`src/rtl/burst_timing_pkg.sv`:
```
package burst_timing_pkg;

  typedef enum logic [3:0] {
    ST_IDLE,
    ST_LD_LINE,
    ST_WT_LINE,
    ST_LD_HDR,
    ST_WT_HDR,
    ST_LD_ACT,
    ST_WT_ACT,
    ST_FIN,
    ST_DONE
  } calc_state_t;

  function automatic logic cfg_legal(input logic [4:0] depth, input logic [2:0] nl);
    logic depth_ok;
    logic lane_ok;
    depth_ok = (depth == 5'd16) || (depth == 5'd18) || (depth == 5'd24);
    lane_ok  = (nl >= 3'd1) && (nl <= 3'd4);
    return depth_ok && lane_ok;
  endfunction

endpackage

```
`src/rtl/ceil_div_seq.sv`:
```
module ceil_div_seq #(
  parameter int NUM_W = 21,
  parameter int DEN_W = 3,
  localparam int A_W   = NUM_W + 1,
  localparam int CNT_W = $clog2(A_W + 1)
) (
  input  logic             clk,
  input  logic             rst_n,
  input  logic             go,
  input  logic [NUM_W-1:0] num,
  input  logic [DEN_W-1:0] den,
  output logic             fin,
  output logic [A_W-1:0]   quo
);

  logic [A_W-1:0]   acc;
  logic [DEN_W-1:0] rem;
  logic [CNT_W-1:0] cnt;
  logic             run;
  logic [DEN_W:0]   trial;

  assign trial = {rem, acc[A_W-1]};
  assign quo   = acc;

  always_ff @(posedge clk or negedge rst_n) begin
    if (!rst_n) begin
      acc <= '0;
      rem <= '0;
      cnt <= '0;
      run <= 1'b0;
      fin <= 1'b0;
    end else begin
      fin <= 1'b0;
      if (go && !run) begin
        // round up by pre-biasing the dividend with den-1
        acc <= A_W'(num) + A_W'(den) - A_W'(1);
        rem <= '0;
        cnt <= CNT_W'(A_W);
        run <= 1'b1;
      end else if (run) begin
        if (trial >= {1'b0, den}) begin
          rem <= DEN_W'(trial - {1'b0, den});
          acc <= {acc[A_W-2:0], 1'b1};
        end else begin
          rem <= trial[DEN_W-1:0];
          acc <= {acc[A_W-2:0], 1'b0};
        end
        cnt <= cnt - CNT_W'(1);
        if (cnt == CNT_W'(1)) begin
          run <= 1'b0;
          fin <= 1'b1;
        end
      end
    end
  end

endmodule

```
`src/rtl/sat_sub.sv`:
```
module sat_sub #(
  parameter int W = 23
) (
  input  logic [W-1:0] a,
  input  logic [W-1:0] b,
  output logic [W-1:0] y,
  output logic         neg
);

  always_comb begin
    neg = (a < b);
    y   = neg ? '0 : (a - b);
  end

endmodule

```
`src/rtl/burst_line_timing.sv`:
```
module burst_line_timing
  import burst_timing_pkg::*;
#(
  parameter int PIX_W = 16,
  localparam int DIV_W = PIX_W + 5,
  localparam int Q_W   = DIV_W + 1,
  localparam int OUT_W = Q_W + 1
) (
  input  logic             clk,
  input  logic             rst_n,
  input  logic             start,
  input  logic [PIX_W-1:0] hline_px,
  input  logic [PIX_W-1:0] hact_px,
  input  logic [PIX_W-1:0] hbp_px,
  input  logic [PIX_W-1:0] hsync_px,
  input  logic [4:0]       bpp,
  input  logic [2:0]       lanes,
  output logic             busy,
  output logic             done,
  output logic             err,
  output logic [OUT_W-1:0] line_cycles,
  output logic [OUT_W-1:0] blank_evt_bytes,
  output logic [OUT_W-1:0] reg_line_cycles,
  output logic [OUT_W-1:0] vblank_line_cycles,
  output logic [OUT_W-1:0] eol_blank_cycles,
  output logic [OUT_W-1:0] eol_blank_bytes,
  output logic             burst_en,
  output logic             vsync_pulse_en,
  output logic             hsync_pulse_en,
  output logic [PIX_W-1:0] hfp_bytes
);

  calc_state_t state;

  logic [DIV_W-1:0] prod_q;
  logic [DIV_W-1:0] hab_q;
  logic [OUT_W-1:0] span_q;
  logic [2:0]       lanes_q;
  logic             bad_q;

  logic [Q_W-1:0]   tot_q;
  logic [Q_W-1:0]   hdr_q;
  logic [Q_W-1:0]   act_q;

  logic             div_go;
  logic [DIV_W-1:0] div_num;
  logic             div_fin;
  logic [Q_W-1:0]   div_quo;

  logic [DIV_W-1:0] lb_w;
  logic [OUT_W-1:0] two_lb, two_tot;
  logic [OUT_W-1:0] evt_y, dur_y, eolc_y, eolb_y;
  logic             evt_n, dur_n, eolc_n, eolb_n;

  assign burst_en       = 1'b1;
  assign vsync_pulse_en = 1'b0;
  assign hsync_pulse_en = 1'b0;
  assign hfp_bytes      = '0;

  assign busy = (state != ST_IDLE);
  assign done = (state == ST_DONE);

  assign lb_w = prod_q >> 3;

  always_comb begin
    div_go  = (state == ST_LD_LINE) || (state == ST_LD_HDR) || (state == ST_LD_ACT);
    case (state)
      ST_LD_LINE: div_num = lb_w;
      ST_LD_ACT:  div_num = hab_q;
      default:    div_num = DIV_W'(4);
    endcase
  end

  ceil_div_seq #(.NUM_W(DIV_W), .DEN_W(3)) div_i (
    .clk  (clk),
    .rst_n(rst_n),
    .go   (div_go),
    .num  (div_num),
    .den  (lanes_q),
    .fin  (div_fin),
    .quo  (div_quo)
  );

  assign two_lb  = {{(OUT_W-DIV_W-1){1'b0}}, lb_w, 1'b0};
  assign two_tot = {tot_q, 1'b0};

  sat_sub #(.W(OUT_W)) sub_evt_i (
    .a(two_lb), .b(OUT_W'(4)), .y(evt_y), .neg(evt_n));
  sat_sub #(.W(OUT_W)) sub_dur_i (
    .a(two_tot), .b({1'b0, hdr_q}), .y(dur_y), .neg(dur_n));
  sat_sub #(.W(OUT_W)) sub_eolc_i (
    .a(two_tot), .b({1'b0, act_q}), .y(eolc_y), .neg(eolc_n));
  sat_sub #(.W(OUT_W)) sub_eolb_i (
    .a(two_tot), .b(span_q), .y(eolb_y), .neg(eolb_n));

  always_ff @(posedge clk or negedge rst_n) begin
    if (!rst_n) begin
      state   <= ST_IDLE;
      prod_q  <= '0;
      hab_q   <= '0;
      span_q  <= '0;
      lanes_q <= '0;
      bad_q   <= 1'b0;
      tot_q   <= '0;
      hdr_q   <= '0;
      act_q   <= '0;
    end else begin
      case (state)
        ST_IDLE: if (start) begin
          prod_q  <= DIV_W'(hline_px) * DIV_W'(bpp);
          hab_q   <= DIV_W'(hact_px) + DIV_W'(hbp_px);
          span_q  <= OUT_W'(hact_px) + OUT_W'(hbp_px) + OUT_W'(hsync_px);
          lanes_q <= lanes;
          bad_q   <= !cfg_legal(bpp, lanes);
          state   <= cfg_legal(bpp, lanes) ? ST_LD_LINE : ST_FIN;
        end
        ST_LD_LINE: state <= ST_WT_LINE;
        ST_WT_LINE: if (div_fin) begin
          tot_q <= div_quo;
          state <= ST_LD_HDR;
        end
        ST_LD_HDR: state <= ST_WT_HDR;
        ST_WT_HDR: if (div_fin) begin
          hdr_q <= div_quo;
          state <= ST_LD_ACT;
        end
        ST_LD_ACT: state <= ST_WT_ACT;
        ST_WT_ACT: if (div_fin) begin
          act_q <= div_quo;
          state <= ST_FIN;
        end
        ST_FIN:  state <= ST_DONE;
        default: state <= ST_IDLE;
      endcase
    end
  end

  // results registered once, in the cycle that leads into done
  always_ff @(posedge clk or negedge rst_n) begin
    if (!rst_n) begin
      err                <= 1'b0;
      line_cycles        <= '0;
      blank_evt_bytes    <= '0;
      reg_line_cycles    <= '0;
      vblank_line_cycles <= '0;
      eol_blank_cycles   <= '0;
      eol_blank_bytes    <= '0;
    end else if (state == ST_FIN) begin
      if (bad_q) begin
        err                <= 1'b1;
        line_cycles        <= '0;
        blank_evt_bytes    <= '0;
        reg_line_cycles    <= '0;
        vblank_line_cycles <= '0;
        eol_blank_cycles   <= '0;
        eol_blank_bytes    <= '0;
      end else begin
        err                <= evt_n | dur_n | eolc_n | eolb_n;
        line_cycles        <= {1'b0, tot_q};
        blank_evt_bytes    <= evt_y;
        reg_line_cycles    <= dur_y;
        vblank_line_cycles <= dur_y;
        eol_blank_cycles   <= eolc_y;
        eol_blank_bytes    <= eolb_y;
      end
    end
  end

endmodule

```
`config.mk`:
```
export PLATFORM = sky130hd
export DESIGN_NAME = burst_line_timing
export DESIGN_NICKNAME = d
export VERILOG_FILES = /design/src/rtl/burst_timing_pkg.sv /design/src/rtl/ceil_div_seq.sv /design/src/rtl/sat_sub.sv /design/src/rtl/burst_line_timing.sv
export SDC_FILE = /design/constraint.sdc
export NUM_CORES = 1
export LEC_CHECK = 0
export BUFFER_PORTS_ARGS = -buffer_cell sky130_fd_sc_hd__buf_2
export CAP_MARGIN = 20
export CORE_UTILIZATION = 60
export DETAILED_ROUTE_END_ITERATION = 10
export PLACE_DENSITY = 0.82
export REMOVE_ABC_BUFFERS = 1
export SYNTH_ARGS = -nofsm -noshare
export SYNTH_HDL_FRONTEND = slang
export SYNTH_SLANG_ARGS = --single-unit
```
`constraint.sdc`:
```
create_clock -name clk -period 9.4 [get_ports clk]
set_clock_uncertainty 0.1 [all_clocks]
set_input_delay 0.94 -clock clk [delete_from_list [all_inputs] [get_ports clk]]
set_output_delay 0.94 -clock clk [all_outputs]
set_load 0.01 [all_outputs]
```
==> flow_summary.json <==
{
  "status": "complete, no violations",
  "rows": 64,
  "synthArstFlopShare_pct": 100.0,
  "gr-usage-all-layers_pct": 28.23,
  "hold_class": "reg2reg",
  "dp_hpwl_mm": 34.57,
  "rsz0062_at_grt": "no",
  "critPathLaunchType": "input pin",
  "areaGrowthSynthToFinish_pct": 10.97,
  "endpoint_kind": "flop",
  "worst_pin_slew_ns": 1.068,
  "worst-setup-path-type": "in2reg",
  "yosys_warnings": 0,
  "setup_ws_ns": 4.621,
  "slew_viol_final": 0,
  "totalWireLength_mm": 45.43,
  "seq_area_frac_synth_pct": 35.53,
  "drt-initial-drc-count": 971,
  "slew_headroom_pct": 28.81,
  "cts_buffers": 29,
  "synth_edf_count": 0,
  "clk_path_buf_depth": 3,
  "rr_endpoint": "div_i.quo[17]",
  "fin_cells": 2642,
  "clock_sinks": 270,
  "vias": 15340,
  "worstHoldStart": "line_cycles[10]",
  "fmaxAchievable_mhz": 209.3,
  "ant_nets": 0,
  "dr.pass1.iters": 6,
  "cts_tree": "done",
  "final_util_pct": 68.27,
  "rrSetupSlack_ns": 4.83,
  "place_ws_ns": 4.094,
  "reg2reg_depth": 16,
  "r2r-start": "state[2]",
  "crit_fanout": 17,
  "clkLatencyLatePin_ns": 0.54,
  "synth_most_common_cell": "dfrtp_1",
  "synth_common_cells": "270 x dfrtp_1, 262 x nand2_1, 195 x o21ai_0, 189 x inv_1, 144 x ha_1",
  "fp.dieH_um": 180.0,
  "holdWs_ns": 0.3741,
  "path_clk_slew_ns": 0.06,
  "synth_area_leaders": "dfrtp_1 36%, ha_1 9.5%, fa_1 6.8%",
  "min_to": "line_cycles[10]",
  "yosys.area.top_type_share_pct": 35.53,
  "synth_cells": 2067,
  "drv_cap": 0,
  "grt_max_degree": 125,
  "io-pin-count": 235,
  "drc": 0,
  "routabilityCongestion": 0.9130,
  "antenna_found_initial": 0,
  "start_util_pct": 61.52,
  "nets": 2508,
  "cts_max_level": 1,
  "period_minus_slack_ns": 4.779,
  "numPortBuffers": 213,
  "vias_per_cell": 5.806,
  "final_hold_viol_count": 0,
  "post_cts_buffers": 0,
  "wire_per_inst_um": 17.19,
  "placed_cells": 2589,
  "netlist_area_sq_mm": 0.01902,
  "cts_root_buf": "clkbuf_16",
  "vdd_drop_max_uv": 135.3,
  "ys_dominant_reg_cell": "dfrtp_1",
  "power.leakage_nw": 10.74,
  "tns_ns": 0,
  "post-route-period-util_pct": 50.84,
  "overflow": 0,
  "postCtsHoldBufs": 0,
  "drive_above_1_share_pct": 14.56,
  "hold_path_depth": 2,
  "die_x_um": 180.0,
  "first_global_vias": 15040,
  "diodes": 0,
  "finalSetupViolCount": 0,
  "worstPathRequired_ns": 9.67,
  "yosysUniqueCellTypes": 81,
  "synth_top_area_cell": "dfrtp_1",
  "coreArea_sq_mm": 0.03091,
  "grt_first_pass_wirelength_mm": 75.45,
  "avgSynthCellArea_sq_um": 9.200,
  "p_per_area_mw_per_mm2": 135.5,
  "crit_arrival_ns": 5.05,
  "postCtsResizedCells": 0,
  "fp.dieArea_sq_mm": 0.03241,
  "ys_seq_elements": 270
}
[worst max path at each step]
stage                start    endpoint  slack, ns  cells past startpoint
2_1_floorplan  hline_px[1]  prod_q[19]       4.55                     15
3_3_place_gp        bpp[4]  prod_q[19]       4.20                     16
3_5_place_dp        bpp[3]  prod_q[19]       4.09                     16
4_1_cts             bpp[3]  prod_q[19]       4.64                     16
5_1_grt             bpp[2]  prod_q[13]       4.29                     16
6_report            bpp[3]  prod_q[13]       4.62                     16
[kinds of logic (layout without fill, tap and decap cells)]
kind of cell,Yosys count,in the layout,share of synthesized area (%)
xor+xnor,122,122,5.619
other cells,2,21,0.03949
mux,43,43,2.500
buf+inv,308,468,7.132
compound gates,550,550,18.80
fa+ha+maj,209,209,16.32
flops,270,270,35.53
simple gates,563,563,14.06
[power by group]
group | internal [W] | total (W) | switching [W]
Clock | 0.000698 | 0.00116 | 0.000466
Sequential | 0.00116 | 0.00116 | 0
Combinational | 0.000217 | 0.000533 | 0.000315
[critical path, cell delays in order]
cell      delay (ns)
buf_2           0.23
and2_1          0.19
fa_1            0.44
fa_1            0.54
inv_1           0.05
fa_1            0.52
inv_1           0.04
ha_1            0.32
o21ai_0         0.28
a221oi_1        0.17
a2111o_1        0.40
a21oi_1         0.33
inv_1           0.11
a31o_2          0.27
xnor2_1         0.12
o21ai_0         0.08
[registers in the layout (all words and copies together) (netlist names), 3 cells and up]
signal              flops
act_q                  22
blank_evt_bytes        19
div_i.cnt               5
div_i.quo              22
div_i.rem               3
eol_blank_bytes        23
eol_blank_cycles       23
hab_q                  17
hdr_q                  22
lanes_q                 3
line_cycles            22
prod_q                 18
span_q                 18
state                   4
tot_q                  22
vblank_line_cycles     23
[cells in the final DEF (no fill, tap or decap), drive strengths merged, types with 21 or more instances in the layout]
| cell | count |
|---|---|
| dfrtp | 270 |
| nand2 | 262 |
| buf | 225 |
| o21ai | 197 |
| inv | 190 |
| ha | 144 |
| a21oi | 98 |
| nor2 | 77 |
| xnor2 | 67 |
| fa | 65 |
| and2 | 62 |
| xor2 | 55 |
| a22o | 48 |
| clkbuf | 42 |
| a21o | 38 |
| mux2 | 36 |
| nand2b | 35 |
| nand3 | 27 |
| nor3 | 23 |
| a211oi | 22 |
| conb | 21 |
[per-stage QoR]
stage          instance area, sq um  total power [W]
2_1_floorplan                 18440         0.001563
4_1_cts                       21100         0.002868
3_3_place_gp                  20120         0.001699
5_1_grt                       21100         0.002988
3_5_place_dp                  20120         0.001711
6_report                      21100         0.002858
[metal layers]
metal,GRT usage (%),up-vias,wire length (um)
li1,-,7377,-
met1,39.06,7398,20780
met2,46.65,477,21020
met3,3.234,88,2258
met4,8.991,0,1368
met5,0,-,0
[final cells by class]
| cell class | instances | area [sq um] |
|---|---|---|
| Timing Repair Buffer | 225 | 1166 |
| Clock inverter | 11 | 143.9 |
| Fill cell | 2451 | 9808 |
| Clock buffer | 42 | 834.6 |
| Inverter | 190 | 713.2 |
| Multi-Input combinational cell | 1508 | 10990 |
| Sequential cell | 270 | 6756 |
| Tap cell | 396 | 495.5 |
Note: power is estimated with default switching activity, not from simulation.
